[src/rtl/frame_gen_pkg.sv]
package frame_gen_pkg;
   typedef enum logic {
      FRM_MODE_PULSE = 1'b0,
      FRM_MODE_HALF  = 1'b1
   } frm_mode_e;

   function automatic int frm_period(input int len);
      return len + 1;
   endfunction
endpackage

[src/rtl/frame_cfg_track.sv]
module frame_cfg_track #(
   parameter int LEN_W = 4
) (
   input  logic             clk,
   input  logic             rst_n,
   input  logic [LEN_W-1:0] cfg_len,
   input  logic             cfg_half,
   output logic             cfg_chg
);
   localparam int CFG_W = LEN_W + 1;

   logic [CFG_W-1:0] cfg_now;
   logic [CFG_W-1:0] cfg_q;

   assign cfg_now = {cfg_half, cfg_len};
   assign cfg_chg = (cfg_now != cfg_q);

   always_ff @(posedge clk or negedge rst_n) begin
      if (!rst_n) begin
         cfg_q <= '0;
      end else begin
         cfg_q <= cfg_now;
      end
   end
endmodule

[src/rtl/frame_pulse_gen.sv]
module frame_pulse_gen #(
   parameter int LEN_W = 4
) (
   input  logic             clk,
   input  logic             rst_n,
   input  logic             clr,
   input  logic             en,
   input  logic [LEN_W-1:0] len,
   input  logic             bus_ce,
   input  logic             xact_active,
   output logic             pulse_q
);
   logic [LEN_W-1:0] clk_cnt;
   logic             len_zero;
   logic             at_wrap;

   assign len_zero = (len == '0);
   assign at_wrap  = (clk_cnt == len);

   always_ff @(posedge clk or negedge rst_n) begin
      if (!rst_n) begin
         clk_cnt <= '0;
         pulse_q <= 1'b0;
      end else if (clr) begin
         clk_cnt <= '0;
         pulse_q <= 1'b0;
      end else if (en) begin
         if (len_zero) begin
            clk_cnt <= '0;
            pulse_q <= xact_active;
         end else if (!xact_active) begin
            pulse_q <= 1'b0;
         end else if (bus_ce) begin
            pulse_q <= (clk_cnt == '0);
            clk_cnt <= at_wrap ? '0 : clk_cnt + 1'b1;
         end
      end
   end
endmodule

[src/rtl/frame_half_gen.sv]
module frame_half_gen #(
   parameter int LEN_W = 4
) (
   input  logic             clk,
   input  logic             rst_n,
   input  logic             clr,
   input  logic             en,
   input  logic [LEN_W-1:0] len,
   input  logic             xact_start,
   output logic             half_q
);
   logic [LEN_W-1:0] tr_cnt;

   always_ff @(posedge clk or negedge rst_n) begin
      if (!rst_n) begin
         tr_cnt <= '0;
         half_q <= 1'b0;
      end else if (clr) begin
         tr_cnt <= '0;
         half_q <= 1'b0;
      end else if (en && xact_start) begin
         if (tr_cnt == '0) begin
            half_q <= ~half_q;
         end
         tr_cnt <= (tr_cnt == len) ? '0 : tr_cnt + 1'b1;
      end
   end
endmodule

[src/rtl/frame_gen.sv]
module frame_gen
   import frame_gen_pkg::*;
#(
   parameter int LEN_W = 4
) (
   input  logic             clk,
   input  logic             rst_n,
   input  logic [LEN_W-1:0] cfg_len,
   input  logic             cfg_half,
   input  logic             bus_ce,
   input  logic             xact_active,
   input  logic             xact_start,
   output logic             frame
);
   localparam int MAX_PERIOD = 1 << LEN_W;

   generate
      if (LEN_W < 1 || LEN_W > 16) begin : g_bad_len
         $error("frame_gen: LEN_W must be within 1..16");
      end
      if (frm_period(MAX_PERIOD - 1) != MAX_PERIOD) begin : g_bad_period
         $error("frame_gen: period derivation inconsistent");
      end
   endgenerate

   frm_mode_e mode;
   logic      cfg_chg;
   logic      pulse_q;
   logic      half_q;

   assign mode = frm_mode_e'(cfg_half);

   frame_cfg_track #(.LEN_W(LEN_W)) u_track (
      .clk      (clk),
      .rst_n    (rst_n),
      .cfg_len  (cfg_len),
      .cfg_half (cfg_half),
      .cfg_chg  (cfg_chg)
   );

   frame_pulse_gen #(.LEN_W(LEN_W)) u_pulse (
      .clk         (clk),
      .rst_n       (rst_n),
      .clr         (cfg_chg),
      .en          (mode == FRM_MODE_PULSE),
      .len         (cfg_len),
      .bus_ce      (bus_ce),
      .xact_active (xact_active),
      .pulse_q     (pulse_q)
   );

   frame_half_gen #(.LEN_W(LEN_W)) u_half (
      .clk        (clk),
      .rst_n      (rst_n),
      .clr        (cfg_chg),
      .en         (mode == FRM_MODE_HALF),
      .len        (cfg_len),
      .xact_start (xact_start),
      .half_q     (half_q)
   );

   assign frame = (mode == FRM_MODE_HALF) ? half_q : pulse_q;
endmodule

[config.mk]
export PLATFORM = sky130hd
export DESIGN_NAME = frame_gen
export DESIGN_NICKNAME = d
export VERILOG_FILES = /design/src/rtl/frame_gen_pkg.sv /design/src/rtl/frame_cfg_track.sv /design/src/rtl/frame_pulse_gen.sv /design/src/rtl/frame_half_gen.sv /design/src/rtl/frame_gen.sv
export SDC_FILE = /design/constraint.sdc
export NUM_CORES = 1
export LEC_CHECK = 0
export BUFFER_PORTS_ARGS = -buffer_cell sky130_fd_sc_hd__buf_4
export CORE_UTILIZATION = 55
export CTS_CLUSTER_SIZE = 20
export DETAILED_ROUTE_END_ITERATION = 7
export PLACE_DENSITY = 0.88
export SLEW_MARGIN = 20
export SYNTH_ARGS = -nofsm -noshare
export SYNTH_HDL_FRONTEND = slang
export SYNTH_HIERARCHICAL = 1
export SYNTH_SLANG_ARGS = --single-unit
[constraint.sdc]
create_clock -name clk -period 1.8 [get_ports clk]
set_input_delay 0.54 -clock clk [delete_from_list [all_inputs] [get_ports clk]]
set_output_delay 0.54 -clock clk [all_outputs]
set_load 0.05 [all_outputs]
==> out/summary.md <==
The worst-case register-to-register setup slack is 0.19 ns, and the flop and latch count out of synthesis is 15. Cell chosen for the clock root: clkbuf_4. In the post-route analysis, the smallest setup slack over all paths is 0.0220 ns. For the largest net degree at the start of global routing, the log shows 16.

The tools report the total track usage as 0.240. The signal on the critical path passes through buf_4, buf_6, mux2_4, buf_8. Summing internal, switching and leakage power gives 638 uW. The tools report the die footprint as 0.00176 mm^2. The type of the tightest min-delay check was in -> async. The multiplexer area fraction after synthesis came out at 0.0285.

The endpoint of the most critical register-to-register path is u_pulse/clk_cnt[2]. Setup violations remaining at the end of the flow were counted as 0. After legalization and detailed placement, the total HPWL measured 1310 um.

The die width was 41.9 um; the post-synth net total was 99. Clock period minus final worst setup slack: 1.78 ns. The run gives 3 as the CTS buffer count. In this run the remaining antenna-violating nets after routing total 0. The effective utilization at floorplan was 0.589; the first-pass GRT wire length was 2930 um. Area share of xor/xnor cells in the synthesized design: 0.150. The total wirelength of the detailed-routed design is 1750 um. Before antenna repair, the detailed router went through 4 iterations.

The number of antenna violations at the first check in global routing was 0; the share of the synthesized area in compound gates (AO/OA/AOI/OAI) was 0.117. The slew of the pin with the lowest slew margin is 0.433 ns. In this run the power density over the cells is 584 mW/mm^2.

Clock-pin slew was measured on the worst setup and hold paths at 0.09 ns. The finished layout holds 123 standard cells, fillers aside. The number of global-route vias before repair is 673, and the number of distinct library cell variants in the gate-level netlist after synthesis is 27. Static timing analysis puts the maximum clock frequency at 562 MHz. By area the synthesized netlist is led by dfrtp_1 (43%), xnor2_1 (11%), ha_1 (5.7%).

Once placement completed, the tool counted placed cells totaling 118. The run gives 877 um^2 as the post-synth design cell area. The maximum level of the CTS H-tree is 1, and the post-route fraction of the period consumed by the critical path is 0.988. The logs give 6 for the number of warnings reported in the yosys synthesis log and 0.733 for the post-layout utilization of the core. Adding up every negative setup slack in the final design gives 0 ns.

Area share of the leading cell type in the synthesized netlist: 0.428. The clock passes through at most 2 buffers. For the worst-skew pair, the clock arrives at the later sink with an insertion delay of 0.29 ns. TritonCTS built the clock tree.

IR analysis of the VDD net gives a maximum drop of 0.481 mV. For this run, design rule violations remaining after detail routing come to 0. The number of buffer cells added on primary ports is 10. For the cell count after synthesis, the log shows 85. The largest individual stage delay along the critical path comes from the cell mux2_4. The setup path with the least slack is of type in -> out.

The detailed router placed 695 vias in this run. The post-synthesis simple-gate area fraction was 0.190; the count of inserted antenna diode cells was 0. The tools report the type of element launching the critical path as an input port. In the post-synthesis netlist, the cell with the most instances is dfrtp_1. At the placement stage, the worst setup path has a slack of -0.212 ns. Setup repair after global routing left no endpoint under its margin.

On the final layout, the worst clock skew is 0.00248 ns. The logs give 0 for the number of pins with negative max-slew slack in the final report and 15 for the number of clock sinks seen by CTS. The largest single stage delay on the critical path is 0.30 ns. The final layout contains 122 nets. The commonest cells after synthesis are dfrtp_1 (15), xnor2_1 (11), inv_1 (7), nand2_1 (7), nand3_1 (7). Type of destination of the critical path: a primary output.

The total overflow left after global routing is 0. The average cell area after synthesis came out at 10.3 um^2. The run finished with clean final reports. The data required time at the worst endpoint came out at 1.26 ns. Cell family contributing the most delay on the critical path: buffers and inverters. 11 I/O pins were placed. DRC marker count from the first detailed-route iteration: 9. The prevailing post-synth register cell is dfrtp_1. The adder-cell share of the synthesized area came out at 0.0571. The register area share after synthesis came out at 0.428.

The wire length per cell after detailed routing came out at 14.2 um. The worst relative slew slack was 0.709; the area growth from synthesis to layout was 24.4%. Measured in cells, the most critical reg-to-reg path has a length of 7. Combinational family with the most area after synthesis: simple AND/OR/NAND/NOR gates.

The startpoint of the worst register-to-register path is u_track/cfg_q[4]. In this run the worst path has a maximum fanout of 7. The top cell type by total area after synthesis was dfrtp_1. Using the TritonRoute via totals, the vias-per-cell ratio works out to 5.65. The max-capacitance violation count was 0; the fraction of synthesis flops using an asynchronous set or reset pin was 1.00. The floorplan has 14 rows.

The floorplan step set the die height to 41.9 um. The final count of hold timing violations came out at 0. The placeable core region was 0.00149 mm^2. STA puts the critical path data arrival time at 1.24 ns. Yosys mapped a number of flops with a built-in enable equal to 0.

The fraction of layout cells with a size suffix above 1 is 0.280, and the routability congestion estimate from global placement is 0.811. Counting both buffers and inverters, the worst setup path holds a total of 3. The tools report the cell leakage power as 0.000450 uW.
-- cell usage in the layout (no fill, tap or decap), types with 2 or more instances in the layout --
| cell | count |
|---|---|
| ha_1 | 4 |
| xor2_1 | 4 |
| inv_1 | 7 |
| buf_4 | 16 |
| nand2_1 | 7 |
| o21ai_0 | 3 |
| a21oi_1 | 2 |
| o21ai_1 | 2 |
| dfrtp_1 | 15 |
| nor2_1 | 2 |
| a22oi_1 | 2 |
| xnor2_1 | 11 |
| nand4_1 | 3 |
| clkbuf_4 | 3 |
| nand3_1 | 6 |
-- sequential cells by signal, indices dropped and copies added, names as in the netlist --
register / flops
u_pulse/pulse_q: 1
u_pulse/clk_cnt: 4
u_half/half_q: 1
u_track/cfg_q: 5
u_half/tr_cnt: 4
-- worst register-to-register path, stage by stage, from the launching register on --
cell and delay [ns]:
dfrtp_1 0.38, xor2_1 0.17, nor3_2 0.19, nand3_2 0.20, a21o_1 0.22, o22ai_2 0.16, a22oi_1 0.12, o21ai_1 0.09
-- routing by layer --
metal / global-route usage / wire length, um / part of all wire / up-vias
met3: 0.0652 / 56 / 0.032 / 5
met1: 0.266 / 797 / 0.45 / 332
met2: 0.400 / 845 / 0.48 / 12
met5: 0 / 0 / 0 / -
met4: 0.155 / 52 / 0.030 / 0
li1: - / - / - / 346
-- layout make-up --
type / instances / area, um^2
timing repair buffer: 18 / 146
inverter: 7 / 26.3
multi-input combinational: 63 / 497
clock buffer: 4 / 26.3
tap: 16 / 20.0
fill: 109 / 398
sequential: 15 / 375
-- power breakdown --
| part | switching, uW | internal [uW] |
|---|---|---|
| Clock | 109 | 86.4 |
| Sequential | 3.51 | 343 |
| Combinational | 50.6 | 44.9 |
-- worst max path at each step --
| stage | from | endpoint | slack [ns] | cells after the start |
|---|---|---|---|---|
| final | cfg_half | frame | 0.02 | 4 |
| after global routing | cfg_half | frame | 0.007 | 4 |
| after CTS | u_track/cfg_q[0] | u_pulse/clk_cnt[3] | 0.02 | 6 |
| after detailed placement | cfg_half | u_pulse/clk_cnt[3] | -0.21 | 7 |
| after global placement | cfg_half | u_pulse/clk_cnt[3] | -0.09 | 7 |
| after floorplan | cfg_half | u_pulse/clk_cnt[3] | 0.08 | 6 |
-- per-stage QoR --
step	hold WS [ns]	instance area [um^2]
final	0.0853	1090
after global placement	0.403	1020
after detailed placement	0.407	1020
after CTS	0.0851	1060
after floorplan	0.244	877
after global routing	0.0821	1090
-- kinds of logic after synthesis --
logic type,Yosys count
AO/OA/AOI/OAI,15
XOR/XNOR,15
adder cells (fa/ha/maj),4
buffers and inverters,7
flip-flops,15
multiplexers,2
AND/OR/NAND/NOR,27
-- timing repair --
action / in CTS / in global routing
gates resized for setup: 3 / 4
hold buffers: 0 / 0
endpoints found under the setup margin: 1 / 3
pin swaps: 0 / 1
setup buffers: 0 / 1
(Power assumes the default switching activity.)
